--- config.mk ---
export PLATFORM = sky130hd
export DESIGN_NAME = cmd_handoff_top
export DESIGN_NICKNAME = d
export VERILOG_FILES = /design/src/rtl/cmdh_pkg.sv /design/src/rtl/cmdh_regfile.sv /design/src/rtl/cmdh_handoff.sv /design/src/rtl/cmdh_irq.sv /design/src/rtl/cmd_handoff_top.sv
export SDC_FILE = /design/constraint.sdc
export NUM_CORES = 1
export LEC_CHECK = 0
export BUFFER_PORTS_ARGS = -buffer_cell sky130_fd_sc_hd__buf_2
export CORE_MARGIN = 5
export CORE_UTILIZATION = 30
export CTS_CLUSTER_SIZE = 16
export DETAILED_ROUTE_END_ITERATION = 8
export PLACE_DENSITY = 0.57
export RECOVER_POWER = 25
export SYNTH_ARGS = -nofsm -noshare
export SYNTH_HDL_FRONTEND = slang
export SYNTH_HIERARCHICAL = 1
export SYNTH_SLANG_ARGS = --single-unit
--- constraint.sdc ---
create_clock -name clk -period 1.9 [get_ports clk]
set_clock_uncertainty 0.1 [all_clocks]
set_input_delay 0.38 -clock clk [delete_from_list [all_inputs] [get_ports clk]]
set_output_delay 0.38 -clock clk [all_outputs]
set_load 0.1 [all_outputs]
--- src/rtl/cmdh_pkg.sv ---
// Package: shared widths, register indices and command word bit positions
// for the command handoff unit. Assumes a 32-bit word-addressed bus.
package cmdh_pkg;
    localparam int DATA_W    = 32;
    localparam int ADDR_W    = 4;
    localparam int NUM_STORE = 9;              // handed-over registers, indices 0..8
    localparam int IRQ_W     = 2;

    localparam int IDX_CMD    = 0;
    localparam int IDX_ARG    = 1;
    localparam int IDX_TMO    = 2;
    localparam int IDX_CTYPE  = 3;
    localparam int IDX_BLKSZ  = 4;
    localparam int IDX_BYTCNT = 5;
    localparam int IDX_CLKDIV = 6;             // first of the clock group
    localparam int IDX_CLKSRC = 7;
    localparam int IDX_CLKEN  = 8;
    localparam int IDX_RAW    = 9;
    localparam int IDX_MASK   = 10;

    localparam int BIT_START   = 31;
    localparam int BIT_HOLD    = 29;
    localparam int BIT_CLKONLY = 21;
    localparam int CARD_LSB    = 16;
    localparam int CARD_W      = 5;

    localparam int IRQ_DONE = 0;
    localparam int IRQ_LOCK = 1;

    localparam logic [DATA_W-1:0] CMD_RESET = DATA_W'(1) << BIT_HOLD;

    typedef logic [DATA_W-1:0] word_t;
endpackage

--- src/rtl/cmdh_regfile.sv ---
// Module: host-side storage for the nine handed-over registers.
// It refuses writes while the start flag is set and reports each refused
// write. It clears the start flag when the engine acknowledges.
// Assumes the request input comes from cmdh_handoff.
module cmdh_regfile
    import cmdh_pkg::*;
(
    input  logic                           clk,
    input  logic                           rst_n,
    input  logic                           wr_en,
    input  logic [ADDR_W-1:0]              wr_addr,
    input  logic [DATA_W-1:0]              wr_data,
    input  logic                           req_i,
    input  logic                           ack_i,
    output logic [NUM_STORE-1:0][DATA_W-1:0] regs_o,
    output logic                           lock_hit_o
);
    localparam logic [ADDR_W-1:0] LAST_STORE = ADDR_W'(NUM_STORE - 1);

    logic start_q;
    logic store_sel;

    assign start_q    = regs_o[IDX_CMD][BIT_START];
    assign store_sel  = wr_en && (wr_addr <= LAST_STORE);
    assign lock_hit_o = store_sel && start_q;

    // Purpose: register update, reset values, lock and start-flag clear.
    always_ff @(posedge clk) begin
        if (!rst_n) begin
            for (int i = 0; i < NUM_STORE; i++)
                regs_o[i] <= (i == IDX_CMD) ? CMD_RESET : '0;
        end else begin
            if (store_sel && !start_q)
                regs_o[wr_addr] <= wr_data;
            if (req_i && ack_i)
                regs_o[IDX_CMD][BIT_START] <= 1'b0;
        end
    end

    assert_start_clear_R3: assert property (@(posedge clk) disable iff (!rst_n)
        (req_i && ack_i) |=> !regs_o[IDX_CMD][BIT_START]);

    assert_locked_hold_R4: assert property (@(posedge clk) disable iff (!rst_n)
        (start_q && wr_en && wr_addr == ADDR_W'(IDX_ARG)) |=>
        regs_o[IDX_ARG] == $past(regs_o[IDX_ARG]));
endmodule

--- src/rtl/cmdh_handoff.sv ---
// Module: launches the request when the start flag appears. It captures the
// register subset picked by the clock-only flag and holds the request level
// until a one-cycle acknowledge arrives. Assumes the start flag stays set
// until that acknowledge.
module cmdh_handoff
    import cmdh_pkg::*;
(
    input  logic                             clk,
    input  logic                             rst_n,
    input  logic [NUM_STORE-1:0][DATA_W-1:0] regs_i,
    input  logic                             ack_i,
    output logic                             req_o,
    output logic                             clk_only_o,
    output logic [NUM_STORE-1:0][DATA_W-1:0] snap_o
);
    logic launch;
    logic sel_clk;

    assign launch  = regs_i[IDX_CMD][BIT_START] && !req_o;
    assign sel_clk = regs_i[IDX_CMD][BIT_CLKONLY];

    // Purpose: request level and launch kind.
    always_ff @(posedge clk) begin
        if (!rst_n) begin
            req_o      <= 1'b0;
            clk_only_o <= 1'b0;
        end else if (req_o && ack_i) begin
            req_o      <= 1'b0;
        end else if (launch) begin
            req_o      <= 1'b1;
            clk_only_o <= sel_clk;
        end
    end

    for (genvar g = 0; g < NUM_STORE; g++) begin : g_snap
        localparam bit IN_CLK_GROUP = (g >= IDX_CLKDIV);
        // Purpose: capture this register only for the matching launch kind.
        always_ff @(posedge clk) begin
            if (!rst_n)
                snap_o[g] <= '0;
            else if (launch && (sel_clk == IN_CLK_GROUP))
                snap_o[g] <= regs_i[g];
        end
    end

    assert_req_hold_R3: assert property (@(posedge clk) disable iff (!rst_n)
        (req_o && !ack_i) |=> req_o);

    assert_snap_stable_R5: assert property (@(posedge clk) disable iff (!rst_n)
        (req_o && $past(req_o)) |-> ($stable(snap_o[IDX_CMD]) && $stable(snap_o[IDX_CLKDIV])));
endmodule

--- src/rtl/cmdh_irq.sv ---
// Module: raw interrupt bits (write-1-to-clear, set wins), mask register,
// command-in-flight tracking and the combined interrupt line.
// Assumes accept_i is the request-and-acknowledge cycle.
module cmdh_irq
    import cmdh_pkg::*;
(
    input  logic              clk,
    input  logic              rst_n,
    input  logic              accept_i,
    input  logic              clk_only_i,
    input  logic              done_i,
    input  logic              lock_hit_i,
    input  logic              raw_wr_i,
    input  logic              mask_wr_i,
    input  logic [IRQ_W-1:0]  wdata_i,
    output logic [IRQ_W-1:0]  raw_o,
    output logic [IRQ_W-1:0]  mask_o,
    output logic              irq_o
);
    logic             inflight_q;
    logic [IRQ_W-1:0] set_vec;
    logic [IRQ_W-1:0] clr_vec;

    // Purpose: gather the per-bit set events.
    always_comb begin
        set_vec           = '0;
        set_vec[IRQ_DONE] = done_i && inflight_q;
        set_vec[IRQ_LOCK] = lock_hit_i;
    end

    assign clr_vec = raw_wr_i ? wdata_i : '0;

    // Purpose: track a normal command between acknowledge and completion.
    always_ff @(posedge clk) begin
        if (!rst_n)
            inflight_q <= 1'b0;
        else if (accept_i)
            inflight_q <= !clk_only_i;
        else if (done_i)
            inflight_q <= 1'b0;
    end

    // Purpose: raw bits, a set wins over a same-cycle clear.
    always_ff @(posedge clk) begin
        if (!rst_n)
            raw_o <= '0;
        else
            raw_o <= (raw_o & ~clr_vec) | set_vec;
    end

    // Purpose: mask register.
    always_ff @(posedge clk) begin
        if (!rst_n)
            mask_o <= '0;
        else if (mask_wr_i)
            mask_o <= wdata_i;
    end

    assign irq_o = |(raw_o & mask_o);

    assert_done_needs_cmd_R7: assert property (@(posedge clk) disable iff (!rst_n)
        $rose(raw_o[IRQ_DONE]) |-> $past(inflight_q && done_i));

    assert_set_wins_R8: assert property (@(posedge clk) disable iff (!rst_n)
        lock_hit_i |=> raw_o[IRQ_LOCK]);
endmodule

--- src/rtl/cmd_handoff_top.sv ---
// Module: top of the command register handoff unit. It wires storage,
// handoff and interrupt logic, decodes the read mux and registers the card
// slot field. Assumes a single-cycle write strobe and combinational read.
module cmd_handoff_top
    import cmdh_pkg::*;
(
    input  logic              clk,
    input  logic              rst_n,
    input  logic              reg_wr,
    input  logic [3:0]        reg_addr,
    input  logic [31:0]       reg_wdata,
    output logic [31:0]       reg_rdata,
    output logic              eng_req,
    input  logic              eng_ack,
    input  logic              eng_done,
    output logic              eng_clk_only,
    output logic [31:0]       eng_cmd,
    output logic [31:0]       eng_arg,
    output logic [31:0]       eng_timeout,
    output logic [31:0]       eng_card_type,
    output logic [31:0]       eng_blk_size,
    output logic [31:0]       eng_byte_count,
    output logic [31:0]       eng_clk_div,
    output logic [31:0]       eng_clk_src,
    output logic [31:0]       eng_clk_en,
    output logic [4:0]        dma_card_num,
    output logic              irq
);
    logic [NUM_STORE-1:0][DATA_W-1:0] regs;
    logic [NUM_STORE-1:0][DATA_W-1:0] snap;
    logic                             lock_hit;
    logic [IRQ_W-1:0]                 raw;
    logic [IRQ_W-1:0]                 mask;
    logic                             raw_wr;
    logic                             mask_wr;

    assign raw_wr  = reg_wr && (reg_addr == ADDR_W'(IDX_RAW));
    assign mask_wr = reg_wr && (reg_addr == ADDR_W'(IDX_MASK));

    cmdh_regfile i_regfile (
        .clk        (clk),
        .rst_n      (rst_n),
        .wr_en      (reg_wr),
        .wr_addr    (reg_addr),
        .wr_data    (reg_wdata),
        .req_i      (eng_req),
        .ack_i      (eng_ack),
        .regs_o     (regs),
        .lock_hit_o (lock_hit)
    );

    cmdh_handoff i_handoff (
        .clk        (clk),
        .rst_n      (rst_n),
        .regs_i     (regs),
        .ack_i      (eng_ack),
        .req_o      (eng_req),
        .clk_only_o (eng_clk_only),
        .snap_o     (snap)
    );

    cmdh_irq i_irq (
        .clk        (clk),
        .rst_n      (rst_n),
        .accept_i   (eng_req && eng_ack),
        .clk_only_i (eng_clk_only),
        .done_i     (eng_done),
        .lock_hit_i (lock_hit),
        .raw_wr_i   (raw_wr),
        .mask_wr_i  (mask_wr),
        .wdata_i    (reg_wdata[IRQ_W-1:0]),
        .raw_o      (raw),
        .mask_o     (mask),
        .irq_o      (irq)
    );

    assign eng_cmd        = snap[IDX_CMD];
    assign eng_arg        = snap[IDX_ARG];
    assign eng_timeout    = snap[IDX_TMO];
    assign eng_card_type  = snap[IDX_CTYPE];
    assign eng_blk_size   = snap[IDX_BLKSZ];
    assign eng_byte_count = snap[IDX_BYTCNT];
    assign eng_clk_div    = snap[IDX_CLKDIV];
    assign eng_clk_src    = snap[IDX_CLKSRC];
    assign eng_clk_en     = snap[IDX_CLKEN];

    // Purpose: read mux over storage, raw and mask.
    always_comb begin
        reg_rdata = '0;
        if (reg_addr < ADDR_W'(NUM_STORE))
            reg_rdata = regs[reg_addr];
        else if (reg_addr == ADDR_W'(IDX_RAW))
            reg_rdata = DATA_W'(raw);
        else if (reg_addr == ADDR_W'(IDX_MASK))
            reg_rdata = DATA_W'(mask);
    end

    // Purpose: registered card slot for DMA request steering.
    always_ff @(posedge clk) begin
        if (!rst_n)
            dma_card_num <= '0;
        else
            dma_card_num <= regs[IDX_CMD][CARD_LSB +: CARD_W];
    end
endmodule

== Yosys cells after proc, flatten, opt, wreduce, memory -nomap -nowiden ==
Index checks and enable logic that the tools add are counted.
Word-level totals
  bits in registers: 588
  logic and storage cells: 67
Cells by class
  order comparisons: 4
  eq/ne operators: 2
  muxes and demuxes: 11
  bitwise logic cells: 7
  reductions and logical operators: 18
Operators with widths (count)
  288-bit bitwise mux: 1
  32-bit binary-select mux with 4-bit select: 1
  32-bit demux with 4-bit select: 1
  32-bit two-way mux: 3
  1-bit logical AND: 11
  4-bit equality test (second input constant): 2
  2-bit two-way mux: 3
  4-bit by 5-bit less-than comparator with 1-bit output (second input constant): 1
  2-bit bitwise AND: 2
  4-bit by 1-bit greater-or-equal comparator with 1-bit output (second input constant): 1
  4-bit <= comparator (second input constant): 1
  4-bit less-than comparator (second input constant): 1
  2-bit OR reduction: 2
  1-bit zero test: 3
  1-bit NOT: 3
  1-bit two-way mux: 2
  2-bit NOT: 1
  2-bit OR: 1
  2-bit AND reduction: 1
  2-bit nonzero test: 1

== Logic depth before layout (Yosys ltp) ==
  word-level depth: 6
  gate-level depth with buffers: 7
  mapped depth without buffers: 4

== Cells and area by module ==
The synthesis kept the hierarchy.
Modules (own cells, without submodules)
  cmdh_handoff: instances 1, cells an instance 1285, area each 10761.6 um^2, seq. area each 5805.6 um^2
  cmdh_regfile: instances 1, cells an instance 981, area each 10316.1 um^2, seq. area each 5765.5 um^2
  cmd_handoff_top: instances 1, cells an instance 307, area each 2787.7 um^2, seq. area each 100.1 um^2
  cmdh_irq: instances 1, cells an instance 19, area each 196.4 um^2, seq. area each 100.1 um^2

== Worst setup path before layout ==
OpenSTA, ideal clock, no wires.
  path type: input port to output port
  start: input port reg_addr[3]
  end: output port reg_rdata[0]
  arrival time: 2.555 ns
  data required time: 1.420 ns
  path slack: -1.135 ns
  stages on the path: 5
  path buffers: 2
  path through: buf_2 inv_1 clkbuf_1 o221ai_1 o22ai_1
Between the ends
  cells in the longest elaborated chain, start to end: 4
RTL lines
  start, declared: line cmd_handoff_top.sv:10  | input logic [3:0] reg_addr,
  parallel branches: the longest is 3 deep, another holds 32-bit binary-select mux with 4-bit select
  32-bit two-way mux *: line cmd_handoff_top.sv:90  | if (reg_addr < ADDR_W'(NUM_STORE))
  end, declared: line cmd_handoff_top.sv:12  | output logic [31:0] reg_rdata,
Every way passes the cells marked *. The select of a mux whose other input is x is not followed.

== Worst setup path in the final report ==
  start: register i_regfile/regs_o[224] in the netlist's numbering
  end: output port reg_rdata[0]
Between the ends
  cells in the longest elaborated chain, start to end: 3
RTL lines
  start, declared: line cmdh_regfile.sv:15  | output logic [NUM_STORE-1:0][DATA_W-1:0] regs_o,
  start signal, assigned by index: line cmdh_regfile.sv:31  | regs_o[i] <= (i == IDX_CMD) ? CMD_RESET : '0;
  start signal, assigned by index: line cmdh_regfile.sv:34  | regs_o[wr_addr] <= wr_data;
  32-bit binary-select mux with 4-bit select: line cmd_handoff_top.sv:91  | reg_rdata = regs[reg_addr];
  32-bit two-way mux (implied by the code): line cmd_handoff_top.sv:91
  32-bit two-way mux: line cmd_handoff_top.sv:90
Every way passes these cells. The select of a mux whose other input is x is not followed.

==> key figures <==
Layout
  – Share of layout cells above drive strength 1: 39.6%
  – Post-route cell area: 33800 sq um
  – Non-filler cells, final: 4210
  – Area grow syn2layout: 40.5%
  – Nets: 3150

Power and ir drop
  – Power consumption: 28.3 mW
  – Maximum vdd drop: 0.501 mV
  – Pwr dens: 835 nW/um^2
  – Clk network pwr share: 47.3%
  – Net Switching: 6.89 mW
  – Cell Int Power: 21.4 mW
  – Leak: 14.9 nW
  – Share of power burned in registers: 44.2%
  – Switching Share: 24.4%
  – Comb pwr share: 8.5%

Timing
  – Pins over their slew limit: 0
  – Fin Setup TNS: -12.36 ns
  – Max Clk Rate: 425 MHz
  – Final worst path period share: 124%
  – Worst-Margin Slew: 0.904 ns
  – Slew headroom: 39.7%
  – Setup ws final: -0.452 ns
  – Fin. Hold Viols: 0
  – Tmin final: 2.35 ns
  – RSZ-0062 raised after global routing: yes
  – Final setup viols: 88

Die
  – Die width: 293 um
  – Die area: 86000 sq um
  – Initial core utilization: 30.4%
  – Die height: 293 um
  – I/O pins: 369
  – FP Rows: 103
  – Core area: 79300 sq um

Global route
  – Initial antenna violation count: 2
  – Vias in the first global route: 19500
  – Largest net degree at the start of global routing: 81
  – First-pass GRT wire length: 129000 um
  – Grt total ovfl: 0
  – GR Util All Layers: 19.4%

Drt
  – Pre-antenna DRT Iters: 5
  – 1st-iter DRT viols: 1425
  – DRC: 0
  – Routed vias/inst: 4.86
  – Routed len/inst: 20.6 um
  – Post-route ant nets: 0
  – Vias: 20500
  – Post-Route WL: 86900 um

Setup path
  – Crit. Startpoint: i_regfile/regs_o[224]$_SDFFE_PN0P_
  – Worst stage delay on the critical path: 0.46 ns
  – Worst Path Max Fanout: 2
  – FF-to-FF Start: i_regfile/regs_o[31]$_SDFFE_PP0P_
  – Worst path arrival time: 1.87 ns
  – Crit start category: register
  – R2R cell count: 7
  – Worst EP required: 1.42 ns
  – Reg2reg end: i_handoff/snap_o[231]$_SDFFE_PN0P_
  – Slowest-stage cell, CP: mux4_2
  – Setup CP Type: reg -> out
  – R2R Setup Slk: -0.05 ns
  – Crit path capture type: output port
  – Worst-path cell chain: mux4_2, nor2_1, buf_4, o22ai_4, buf_12

Clocking
  – H-tree depth: 3
  – Clk root buf: clkbuf_16
  – TritonCTS Buffers: 67
  – Clock Path Buffers: 3
  – Clock latency on the worst-skew pair: 0.61 ns
  – TritonCTS clock tree: yes
  – CTS sink cnt: 588
  – Clock-pin slew on the worst setup and hold paths: 0.06 ns

Placement
  – Post-DP Area: 29000 sq um
  – Routability Congestion: 0.822
  – Dpl ws: -0.624 ns
  – Dpl hpwl: 61600 um
  – Placed insts: 3962
  – IO Port Bufs: 368

Logic synthesis
  – Mapped Area: 24100 sq um
  – Seq cells post-synth: 588
  – Syn Inst Count: 2592
  – Post-synth net total: 2633
  – Post-synthesis sequential area ratio: 48.9%
  – Top FF cell, synth: dfxtp_1
  – Ys Warns: 6
  – Yosys cell types: 52
  – Synth async-reset ratio: 0%
  – Post-synth EDFFs: 0
  – Mean Syn Cell Area: 9.28 sq um

Run status
  – Status: finished, violations left
  – Failing checks: setup timing

Min path
  – Hold Crit Start: reg_wdata[31]
  – Hold path depth: 3
  – Hold Path Sink: i_regfile/regs_o[31]$_SDFFE_PP0P_
  – Worst hold-check path type: in -> reg

Job
  – Max Cap Viol: 0
layout by cell type, fill, tap and decap left out, types with 5 or more instances in the layout:
master           n
o31ai_4         21
o21ai_4         10
buf_4          395
dfxtp_1        385
dfxtp_2        192
nand3_1        265
buf_12          79
mux2_2          39
nor2_4          11
o221ai_4         7
buf_6           15
nand3_2         22
o21ai_1        219
dlygate4sd3_1    5
o22ai_4         32
mux4_2          13
clkbuf_1        16
clkbuf_16       74
o22ai_2          9
dfxtp_4         11
clkbuf_8        14
clkbuf_4        28
inv_1            6
clkbuf_2         6
mux2_4          60
clkinv_2         9
o21ai_0         45
buf_2          138
nor2b_1          5
mux2i_1        289
nand2_1        629
nand2_2         13
o21ai_2         23
and2_1           6
cell type report:
type | count | area [sq um]
Multi-Input combinational cell | 1769 | 12200
Timing Repair Buffer | 677 | 5900
Sequential cell | 588 | 12100
Fill cell | 7693 | 45400
Clock inverter | 20 | 224
Tap cell | 1050 | 1310
Antenna cell | 1 | 2.50
Inverter | 6 | 22.5
Clock buffer | 99 | 2050
logic make-up (layout without fill, tap and decap cells):
logic type | after synthesis | after routing | synth area share, %
buffers and inverters | 235 | 802 | 5.56
flip-flops | 588 | 588 | 48.9
multiplexers | 404 | 404 | 18.0
AND/OR/NAND/NOR | 979 | 979 | 17.9
other | 0 | 1 | 0
AO/OA/AOI/OAI | 386 | 386 | 9.65
worst max path at each step:
stage	slack (ns)	cells after the start	to
final	-0.45	5	reg_rdata[0]
after global routing	-0.52	5	reg_rdata[0]
after CTS	-0.51	5	reg_rdata[0]
after detailed placement	-0.62	6	reg_rdata[31]
after global placement	-0.58	6	reg_rdata[12]
after floorplan	-0.46	6	reg_rdata[11]
sequential cells by signal, summed over array words and instances (netlist names):
register and count:
i_irq/inflight_q 1, i_irq/mask_o 2, i_handoff/req_o 1, i_handoff/snap_o 288, dma_card_num 5, i_handoff/clk_only_o 1, i_regfile/regs_o 288, i_irq/raw_o 2
worst max-delay path, delay by kind of cell (launching register included):
kind | cells | cell delay, ns
AOI/OAI and AO/OA | 1 | 0.07
buffers and inverters | 2 | 0.32
DFF | 1 | 0.32
muxes | 1 | 0.46
and+or+nand+nor | 1 | 0.10
metal layers:
metal	part of all wire, %	track usage, %	routed length [um]
met5	0.015	0	13
met2	41	27.2	35700
met4	2.9	6.01	2530
met3	7.2	5.29	6260
met1	49	28.7	42400
cells in the mapped netlist, drive strengths merged (3+ instances only):
cell,count,area (sq um)
o21ai,297,1580
and2,6,37.5
inv,6,22.5
mux2i,289,2890
nand3,288,1550
o31ai,22,270
buf,112,856
o221ai,11,96.3
nand4,3,18.8
nand2b,4,25.0
clkbuf,117,460
dfxtp,588,11800
mux4,13,293
nor2,16,62.6
nor2b,5,31.3
mux2,102,1150
o22ai,41,257
nand2,642,2410
timing repair:
action,in CTS,in global routing
hold buffers,5,0
setup buffers,100,28
hold endpoints to repair,8,0
cloned,5,1
pin swaps,59,52
gates resized for setup,504,100
endpoints found under the setup margin,211,51
through the flow:
stage,hold WS (ns),util [%]
floorplan,0.344,-
global placement,0.315,36.5
detailed placement,0.317,36.5
CTS,0.00973,42.3
global route,0.0777,42.7
finish,0.0493,42.7
power by group through the flow:
stage	combinational [mW]	sequential, mW	clock, mW
after floorplan	1.31	12.8	0
after global placement	2.14	12.8	0
after detailed placement	2.15	12.8	0
after CTS	2.37	12.5	13.7
after global routing	2.53	12.5	14.1
final	2.41	12.5	13.4
Power figures use the tool's default switching activity.
